==> src/rtl/ovl_pkg.sv <==
// Shared types and constants for the text overlay renderer.
// Assumes the glyph row index always fits in five bits (cells of 16 or 18 lines).
package ovl_pkg;

    // Running attribute state of one cell.
    typedef struct packed {
        logic [2:0] fg;
        logic [2:0] bg;
        logic       ul;
        logic       it;
        logic       bl;
        logic       tr;
        logic       bank;
    } attr_t;

    localparam attr_t ATTR_RESET = '{fg: 3'd7, bg: 3'd0, ul: 1'b0, it: 1'b0,
                                     bl: 1'b0, tr: 1'b0, bank: 1'b0};

    localparam int ROW_SHORT = 16;
    localparam int ROW_TALL  = 18;
    localparam int ROWW      = 5;
    localparam int CODEW     = 9;

endpackage

==> src/rtl/ovl_locate.sv <==
// Position decoder: maps a pixel and line number onto a text cell, the pixel
// inside the cell, the glyph row, and the video RAM word to fetch.
// Assumes the text window is COLS cells of GW pixels on TROWS rows; it is
// purely combinational and constant divisors keep the dividers small.
module ovl_locate
    import ovl_pkg::*;
#(
    parameter int GW    = 12,
    parameter int COLS  = 16,
    parameter int TROWS = 4,
    parameter int XW    = 10,
    parameter int YW    = 9,
    parameter int OFFW  = 6,
    localparam int CW   = $clog2(COLS),
    localparam int PXW  = $clog2(GW),
    localparam int VAW  = $clog2(TROWS * COLS)
) (
    input  logic [XW-1:0]   pix_x,
    input  logic [YW-1:0]   line_y,
    input  logic [OFFW-1:0] offset,
    input  logic            cc_mode,
    input  logic            tall,
    output logic            win,
    output logic [CW-1:0]   col,
    output logic [PXW-1:0]  px,
    output logic [ROWW-1:0] grow,
    output logic [VAW-1:0]  vram_addr
);

    logic [31:0] xr, colw, pxw, trw, grw, addrw;

    // Split position into cell, pixel, text row, glyph row and word address.
    always_comb begin
        xr    = 32'(pix_x) - 32'(offset);
        colw  = xr / GW;
        pxw   = xr % GW;
        trw   = tall ? 32'(line_y) / ROW_TALL : 32'(line_y) / ROW_SHORT;
        grw   = tall ? 32'(line_y) % ROW_TALL : 32'(line_y) % ROW_SHORT;
        win   = (32'(pix_x) >= 32'(offset)) && (colw < COLS) && (trw < TROWS);
        addrw = cc_mode ? trw * (COLS / 2) + colw / 2 : trw * COLS + colw;
        col       = colw[CW-1:0];
        px        = pxw[PXW-1:0];
        grow      = grw[ROWW-1:0];
        vram_addr = addrw[VAW-1:0];
    end

endmodule

==> src/rtl/ovl_decode.sv <==
// Word decoder and attribute tracker: interprets the fetched RAM word in the
// selected format, applies control codes to the running attribute state and
// yields the glyph code. The state restarts at column 0 of every line.
// Assumes a cell's word is presented for every pixel of the cell.
module ovl_decode
    import ovl_pkg::*;
#(
    parameter int CW = 4
) (
    input  logic             clk,
    input  logic             rst_n,
    input  logic             win,
    input  logic [CW-1:0]    col,
    input  logic             cc_mode,
    input  logic [15:0]      word,
    output attr_t            attr,
    output logic             ctrl,
    output logic [CODEW-1:0] glyph
);

    attr_t      attr_q;
    logic [7:0] cbyte;

    // Decode the cell and apply any control code on top of the carried state.
    always_comb begin
        attr  = (col == '0) ? ATTR_RESET : attr_q;
        ctrl  = 1'b0;
        glyph = '0;
        cbyte = col[0] ? word[7:0] : word[15:8];
        if (cc_mode) begin
            if (cbyte[7:5] == 3'b000) begin
                ctrl = 1'b1;
                case (cbyte[4:3])
                    2'd0: attr.fg = cbyte[2:0];
                    2'd1: attr.bg = cbyte[2:0];
                    2'd2: {attr.bl, attr.ul, attr.it} = cbyte[2:0];
                    default: begin
                        attr.tr   = cbyte[0];
                        attr.bank = cbyte[1];
                    end
                endcase
            end else begin
                glyph = {attr.bank, cbyte};
            end
        end else if (word[15]) begin
            ctrl    = 1'b1;
            attr.bg = word[2:0];
            attr.tr = word[3];
        end else begin
            glyph   = word[8:0];
            attr.fg = word[11:9];
            attr.ul = word[12];
            attr.it = word[13];
            attr.bl = word[14];
        end
    end

    // Carry the attribute state from pixel to pixel along the line.
    always_ff @(posedge clk) begin
        if (!rst_n)   attr_q <= ATTR_RESET;
        else if (win) attr_q <= attr;
    end

endmodule

==> src/rtl/ovl_shade.sv <==
// Pixel shader: picks the pixel from the glyph row, applies italic shift,
// underline, blink and transparency, and registers colour and blank.
// Assumes px is below GW whenever win is set.
module ovl_shade
    import ovl_pkg::*;
#(
    parameter int GW  = 12,
    localparam int PXW = $clog2(GW)
) (
    input  logic            clk,
    input  logic            rst_n,
    input  logic            win,
    input  logic            ctrl,
    input  attr_t           attr,
    input  logic [PXW-1:0]  px,
    input  logic [ROWW-1:0] grow,
    input  logic            tall,
    input  logic [GW-1:0]   bits,
    input  logic            blink_on,
    output logic [2:0]      rgb,
    output logic            blank
);

    logic [ROWW-1:0] last_row, shift;
    logic [GW-1:0]   shifted;
    logic [31:0]     idx;
    logic            on;

    // Decide whether this pixel is foreground.
    always_comb begin
        last_row = tall ? ROWW'(ROW_TALL - 1) : ROWW'(ROW_SHORT - 1);
        shift    = attr.it ? (last_row - grow) >> 2 : '0;
        shifted  = bits >> shift;
        idx      = 32'(GW - 1) - 32'(px);
        on       = shifted[idx[PXW-1:0]];
        if (attr.ul && grow == last_row) on = 1'b1;
        if (ctrl) on = 1'b0;
        if (attr.bl && !blink_on) on = 1'b0;
    end

    // Register the overlay colour and the multiplexer select.
    always_ff @(posedge clk) begin
        if (!rst_n || !win) begin
            rgb   <= '0;
            blank <= 1'b0;
        end else if (on) begin
            rgb   <= attr.fg;
            blank <= 1'b1;
        end else if (attr.tr) begin
            rgb   <= '0;
            blank <= 1'b0;
        end else begin
            rgb   <= attr.bg;
            blank <= 1'b1;
        end
    end

endmodule

==> src/rtl/ovl_render.sv <==
// Text overlay renderer top: three-stage pipeline of position decode with the
// RAM fetch, word decode with the glyph fetch, and pixel shading.
// Assumes both memories return data one clock after the address.
module ovl_render
    import ovl_pkg::*;
#(
    parameter int GW    = 12,
    parameter int COLS  = 16,
    parameter int TROWS = 4,
    parameter int XW    = 10,
    parameter int YW    = 9,
    parameter int OFFW  = 6,
    localparam int CW   = $clog2(COLS),
    localparam int PXW  = $clog2(GW),
    localparam int VAW  = $clog2(TROWS * COLS),
    localparam int RAW  = CODEW + ROWW
) (
    input  logic            clk,
    input  logic            rst_n,
    input  logic [XW-1:0]   pix_x,
    input  logic [YW-1:0]   line_y,
    input  logic [OFFW-1:0] offset,
    input  logic            cc_mode,
    input  logic            tall,
    input  logic            blink_on,
    output logic [VAW-1:0]  vram_addr,
    input  logic [15:0]     vram_rdata,
    output logic [RAW-1:0]  rom_addr,
    input  logic [GW-1:0]   rom_rdata,
    output logic [2:0]      rgb,
    output logic            blank
);

    logic            loc_win;
    logic [CW-1:0]   loc_col;
    logic [PXW-1:0]  loc_px;
    logic [ROWW-1:0] loc_grow;

    logic            s1_win, s1_cc, s1_tall;
    logic [CW-1:0]   s1_col;
    logic [PXW-1:0]  s1_px;
    logic [ROWW-1:0] s1_grow;

    attr_t            dec_attr;
    logic             dec_ctrl;
    logic [CODEW-1:0] dec_glyph;

    logic            s2_win, s2_ctrl, s2_tall;
    attr_t           s2_attr;
    logic [PXW-1:0]  s2_px;
    logic [ROWW-1:0] s2_grow;

    ovl_locate #(.GW(GW), .COLS(COLS), .TROWS(TROWS), .XW(XW), .YW(YW), .OFFW(OFFW)) u_locate (
        .pix_x(pix_x), .line_y(line_y), .offset(offset), .cc_mode(cc_mode), .tall(tall),
        .win(loc_win), .col(loc_col), .px(loc_px), .grow(loc_grow), .vram_addr(vram_addr)
    );

    // Stage 1: hold the position while the RAM word is read.
    always_ff @(posedge clk) begin
        if (!rst_n) begin
            s1_win <= 1'b0; s1_cc <= 1'b0; s1_tall <= 1'b0;
            s1_col <= '0;   s1_px <= '0;   s1_grow <= '0;
        end else begin
            s1_win <= loc_win; s1_cc <= cc_mode; s1_tall <= tall;
            s1_col <= loc_col; s1_px <= loc_px;  s1_grow <= loc_grow;
        end
    end

    ovl_decode #(.CW(CW)) u_decode (
        .clk(clk), .rst_n(rst_n), .win(s1_win), .col(s1_col), .cc_mode(s1_cc),
        .word(vram_rdata), .attr(dec_attr), .ctrl(dec_ctrl), .glyph(dec_glyph)
    );

    assign rom_addr = {dec_glyph, s1_grow};

    // Stage 2: hold the decoded cell while the glyph row is read.
    always_ff @(posedge clk) begin
        if (!rst_n) begin
            s2_win <= 1'b0; s2_ctrl <= 1'b0; s2_tall <= 1'b0;
            s2_attr <= ATTR_RESET; s2_px <= '0; s2_grow <= '0;
        end else begin
            s2_win <= s1_win; s2_ctrl <= dec_ctrl; s2_tall <= s1_tall;
            s2_attr <= dec_attr; s2_px <= s1_px; s2_grow <= s1_grow;
        end
    end

    ovl_shade #(.GW(GW)) u_shade (
        .clk(clk), .rst_n(rst_n), .win(s2_win), .ctrl(s2_ctrl), .attr(s2_attr),
        .px(s2_px), .grow(s2_grow), .tall(s2_tall), .bits(rom_rdata),
        .blink_on(blink_on), .rgb(rgb), .blank(blank)
    );

endmodule

==> config.mk <==
export PLATFORM = sky130hd
export DESIGN_NAME = ovl_render
export DESIGN_NICKNAME = d
export VERILOG_FILES = /design/src/rtl/ovl_pkg.sv /design/src/rtl/ovl_locate.sv /design/src/rtl/ovl_decode.sv /design/src/rtl/ovl_shade.sv /design/src/rtl/ovl_render.sv
export SDC_FILE = /design/constraint.sdc
export NUM_CORES = 1
export LEC_CHECK = 0
export BUFFER_PORTS_ARGS = -buffer_cell sky130_fd_sc_hd__buf_2
export CORE_MARGIN = 4
export CORE_UTILIZATION = 45
export CTS_CLUSTER_SIZE = 28
export DETAILED_ROUTE_END_ITERATION = 7
export PLACE_DENSITY_LB_ADDON = 0.25
export SETUP_SLACK_MARGIN = 0.1
export SYNTH_ARGS = -nofsm -noshare
export SYNTH_HDL_FRONTEND = slang
export SYNTH_SLANG_ARGS = --single-unit
==> constraint.sdc <==
create_clock -name clk -period 8.49 [get_ports clk]
set_clock_uncertainty 0.05 [all_clocks]
set_input_delay 2.1225 -clock clk [delete_from_list [all_inputs] [get_ports clk]]
set_output_delay 2.1225 -clock clk [all_outputs]
set_load 0.05 [all_outputs]
==> flow_summary_export.csv <==
group,metric,value,unit
cells_and_area,utilization,0.556,
sta,period_share,0.979,
critical_path,crit_chain,"buf_2 -> or4_4 -> and2_0 -> o31a_1 -> o32a_4 -> or3_4 -> a31oi_4 -> nor3_2 -> a2111o_1 -> a21oi_4 -> nor2_2 -> a21o_1 -> ha_1 -> inv_2 -> fa_2 -> xnor2_1 -> xnor2_1 -> mux2i_4 -> buf_6",
sta,finalSetupViolCount,0,
synthesis,ys_ff_latch,53,
global_routing,grt_pass1_vias,4277,
synthesis,synthArstFlopShare,0,
critical_path,cp_max_fo,7,
flow_run,maxCapViolCount,0,
detailed_routing,drc_errors,0,
cells_and_area,nets,739,
synthesis,avgSynthCellArea,7.80,sq um
critical_path,max_stage_delay,0.54,ns
placed_design,dp_hpwl,8970,um
detailed_routing,drt-pass1-iter-count,5,
sta,rsz0062_at_grt,"true",
sta,tns,0,ns
global_routing,grt_usage,0.191,
critical_path,worstPathBufferInverterCount,3,
global_routing,antenna_found_initial,0,
detailed_routing,first_iter_violations,269,
critical_path,path_delay_family,"compound AO/OA/AOI/OAI gates",
clock_tree,clock_path_buffers,2,
critical_path,arrival,6.14,ns
hold_path,hold_path_depth,1,
clock_tree,cts_num_sinks,53,
synthesis,netlist_top_cells_count,"nand2_1, dfxtp_1, nor2_1, a21oi_1",
floorplanning,rows,36,
detailed_routing,vias,4619,
synthesis,synth_area,4590,sq um
clock_tree,clock_latency,0.30,ns
placed_design,portBuffers,81,
synthesis,yosysSeqAreaShare,0.231,
synthesis,synth_most_common_cell,"nand2_1",
critical_path,worstSetupStartpointType,"primary input",
critical_path,cp.required,6.32,ns
sta,worst_slew_pin_slew,0.876,ns
clock_tree,cts.htree.levels,2,
sta,fin_crit,8.31,ns
detailed_routing,wirelength,11600,um
clock_tree,tritoncts,"done",
floorplanning,fp.coreArea,9860,sq um
detailed_routing,post_drt_wl_per_cell,14.5,um
synthesis,ys_types,73,
synthesis,yosysWarnings,0,
synthesis,netlist_top_cells_area,"dfxtp_1, nand2_1, mux4_2",
synthesis,netlist_instances,589,
power_and_ir_drop,vdd_ir_drop_max,0.0000976,V
placed_design,place_congestion,0.918,
cells_and_area,area_delta_synth_final,19.5,%
global_routing,grt_max_degree,52,
cells_and_area,num_antenna_cells,0,
critical_path,cp_common_cell,"xnor2_1",
floorplanning,dieArea,11900,sq um
critical_path,rr_endpoint,"u_shade.rgb[1]",
cells_and_area,nFillCells,932,
global_routing,grt_busiest_layer,"met2",
synthesis,synth_top_area_cell,"dfxtp_1",
clock_tree,clk_pin_slew,0.09,ns
synthesis,synth_top_area_share,0.231,
synthesis,synth-edff-count,0,
global_routing,grt_pass1_wl,19100,um
floorplanning,die_w,109,um
hold_path,hold_path.startpoint,"s1_px[0]",
global_routing,grtUsageMet3,0.0213,
detailed_routing,antenna_left,0,
sta,hold_viol_final,0,
global_routing,use_met1,0.246,
floorplanning,die_h,109,um
cells_and_area,final_layout_size_suffix_gt1_frac,0.246,
run_status,outcome,"finished, final reports clean",
floorplanning,pin_count,82,
detailed_routing,vias_per_cell,5.77,
sta,maxSlewViolCount,0,
clock_tree,cts_buffers,5,
hold_path,hold_path_class,"flip-flop to flip-flop",
critical_path,end_kind,"output port",
hold_path,hold_path_end,"s2_px[0]",
floorplanning,start_util,0.466,
critical_path,reg2reg_from,"s2_tall",
power_and_ir_drop,power.density,169,nW/um^2
critical_path,r2r_setup_slack,4.76,ns
sta,fmax,120,MHz
global_routing,overflow,0,
global_routing,grt_util_met2,0.341,
critical_path,slowest_stage,"or4_4",
clock_tree,cts-root-buf,"clkbuf_8",
critical_path,worstSetupPathType,"primary input to output port",
critical_path,worst_r2r_path_depth,12,
synthesis,synthFlopType,"dfxtp_1",
power_and_ir_drop,leakage,2.29,nW
synthesis,synth_nets,662,
sta,slew_headroom,0.409,
## per-stage QoR
| stage | hold WS [ns] | cells | worst slack, ns | instance area [sq um] | power (mW) |
|---|---|---|---|---|---|
| floorplan | 0.362 | 589 | 0.112 | 4650 | 0.654 |
| global placement | 0.363 | 788 | 0.0789 | 5230 | 0.758 |
| detailed placement | 0.375 | 788 | -0.0549 | 5230 | 0.766 |
| CTS | 0.400 | 797 | 0.0477 | 5340 | 0.913 |
| global route | 0.415 | 800 | 0.0379 | 5490 | 0.989 |
| finish | 0.393 | 800 | 0.181 | 5490 | 0.925 |
## layout make-up
class	count	area [sq um]	share of cell area
well taps	133	166	0.0303
flip-flops and latches	53	1060	0.193
repair buffers	104	591	0.108
clock inverters	2	13.8	0.00251
clock buffers	6	82.6	0.0150
multi-input cells	471	3460	0.630
inverters	31	116	0.0212
## logic make-up (layout without fill, tap and decap cells)
group	Yosys count	count (layout)	synth area share
compound gates	166	166	0.262
xor+xnor	27	27	0.0515
fa+ha+maj	15	15	0.0458
buf+inv	65	143	0.0547
flops	53	53	0.231
mux	34	34	0.103
simple gates	229	229	0.253
## registers in the layout, summed over array words and instances (netlist names), 3 cells and up
name,flops
u_decode.attr_q,11
s2_attr,10
s1_grow,5
s2_grow,5
s1_col,4
s1_px,4
s2_px,4
u_shade.rgb,3
## how the worst max path moves through the flow
stage / start / end / slack, ns / cells past startpoint
2_1_floorplan: line_y[7] / vram_addr[5] / 0.11 / 19
3_3_place_gp: line_y[6] / vram_addr[5] / 0.08 / 21
3_5_place_dp: line_y[6] / vram_addr[5] / -0.05 / 22
4_1_cts: line_y[6] / vram_addr[5] / 0.05 / 22
5_1_grt: line_y[1] / vram_addr[5] / 0.04 / 19
6_report: line_y[1] / vram_addr[5] / 0.18 / 19
## layout by cell type (no fill, tap or decap), types with 5 or more instances in the layout
master	count
xor2_1	7
xnor2_1	17
inv_1	29
or2_2	5
ha_1	11
mux4_2	10
buf_4	23
o21ai_0	29
nor3_1	19
a21o_1	7
o211a_1	7
dfxtp_1	53
buf_2	79
nor2_1	48
mux2i_1	17
a211oi_1	10
nand3_1	14
a21oi_1	33
and2_1	21
nor2b_1	17
clkbuf_8	6
nand2b_1	10
nand2_1	63
a31oi_1	8
## power breakdown
| part | internal (mW) | switching [mW] |
|---|---|---|
| logic | 0.194 | 0.305 |
| registers | 0.268 | 0.0158 |
| clock network | 0.0661 | 0.0760 |
| total | 0.528 | 0.397 |
## metal layers
| metal | wire [um] | share of wire |
|---|---|---|
| met3 | 528 | 0.046 |
| met4 | 145 | 0.013 |
| met1 | 5160 | 0.45 |
| met2 | 5740 | 0.50 |
| met5 | 0 | 0 |
## what timing repair did
action | in CTS | in global routing
hold buffers | 0 | 0
pin swaps | 1 | 17
setup endpoints to repair | 2 | 4
setup buffers | 1 | 3
gates resized for setup | 3 | 26
No activity file was read; power rests on OpenSTA's default activity.
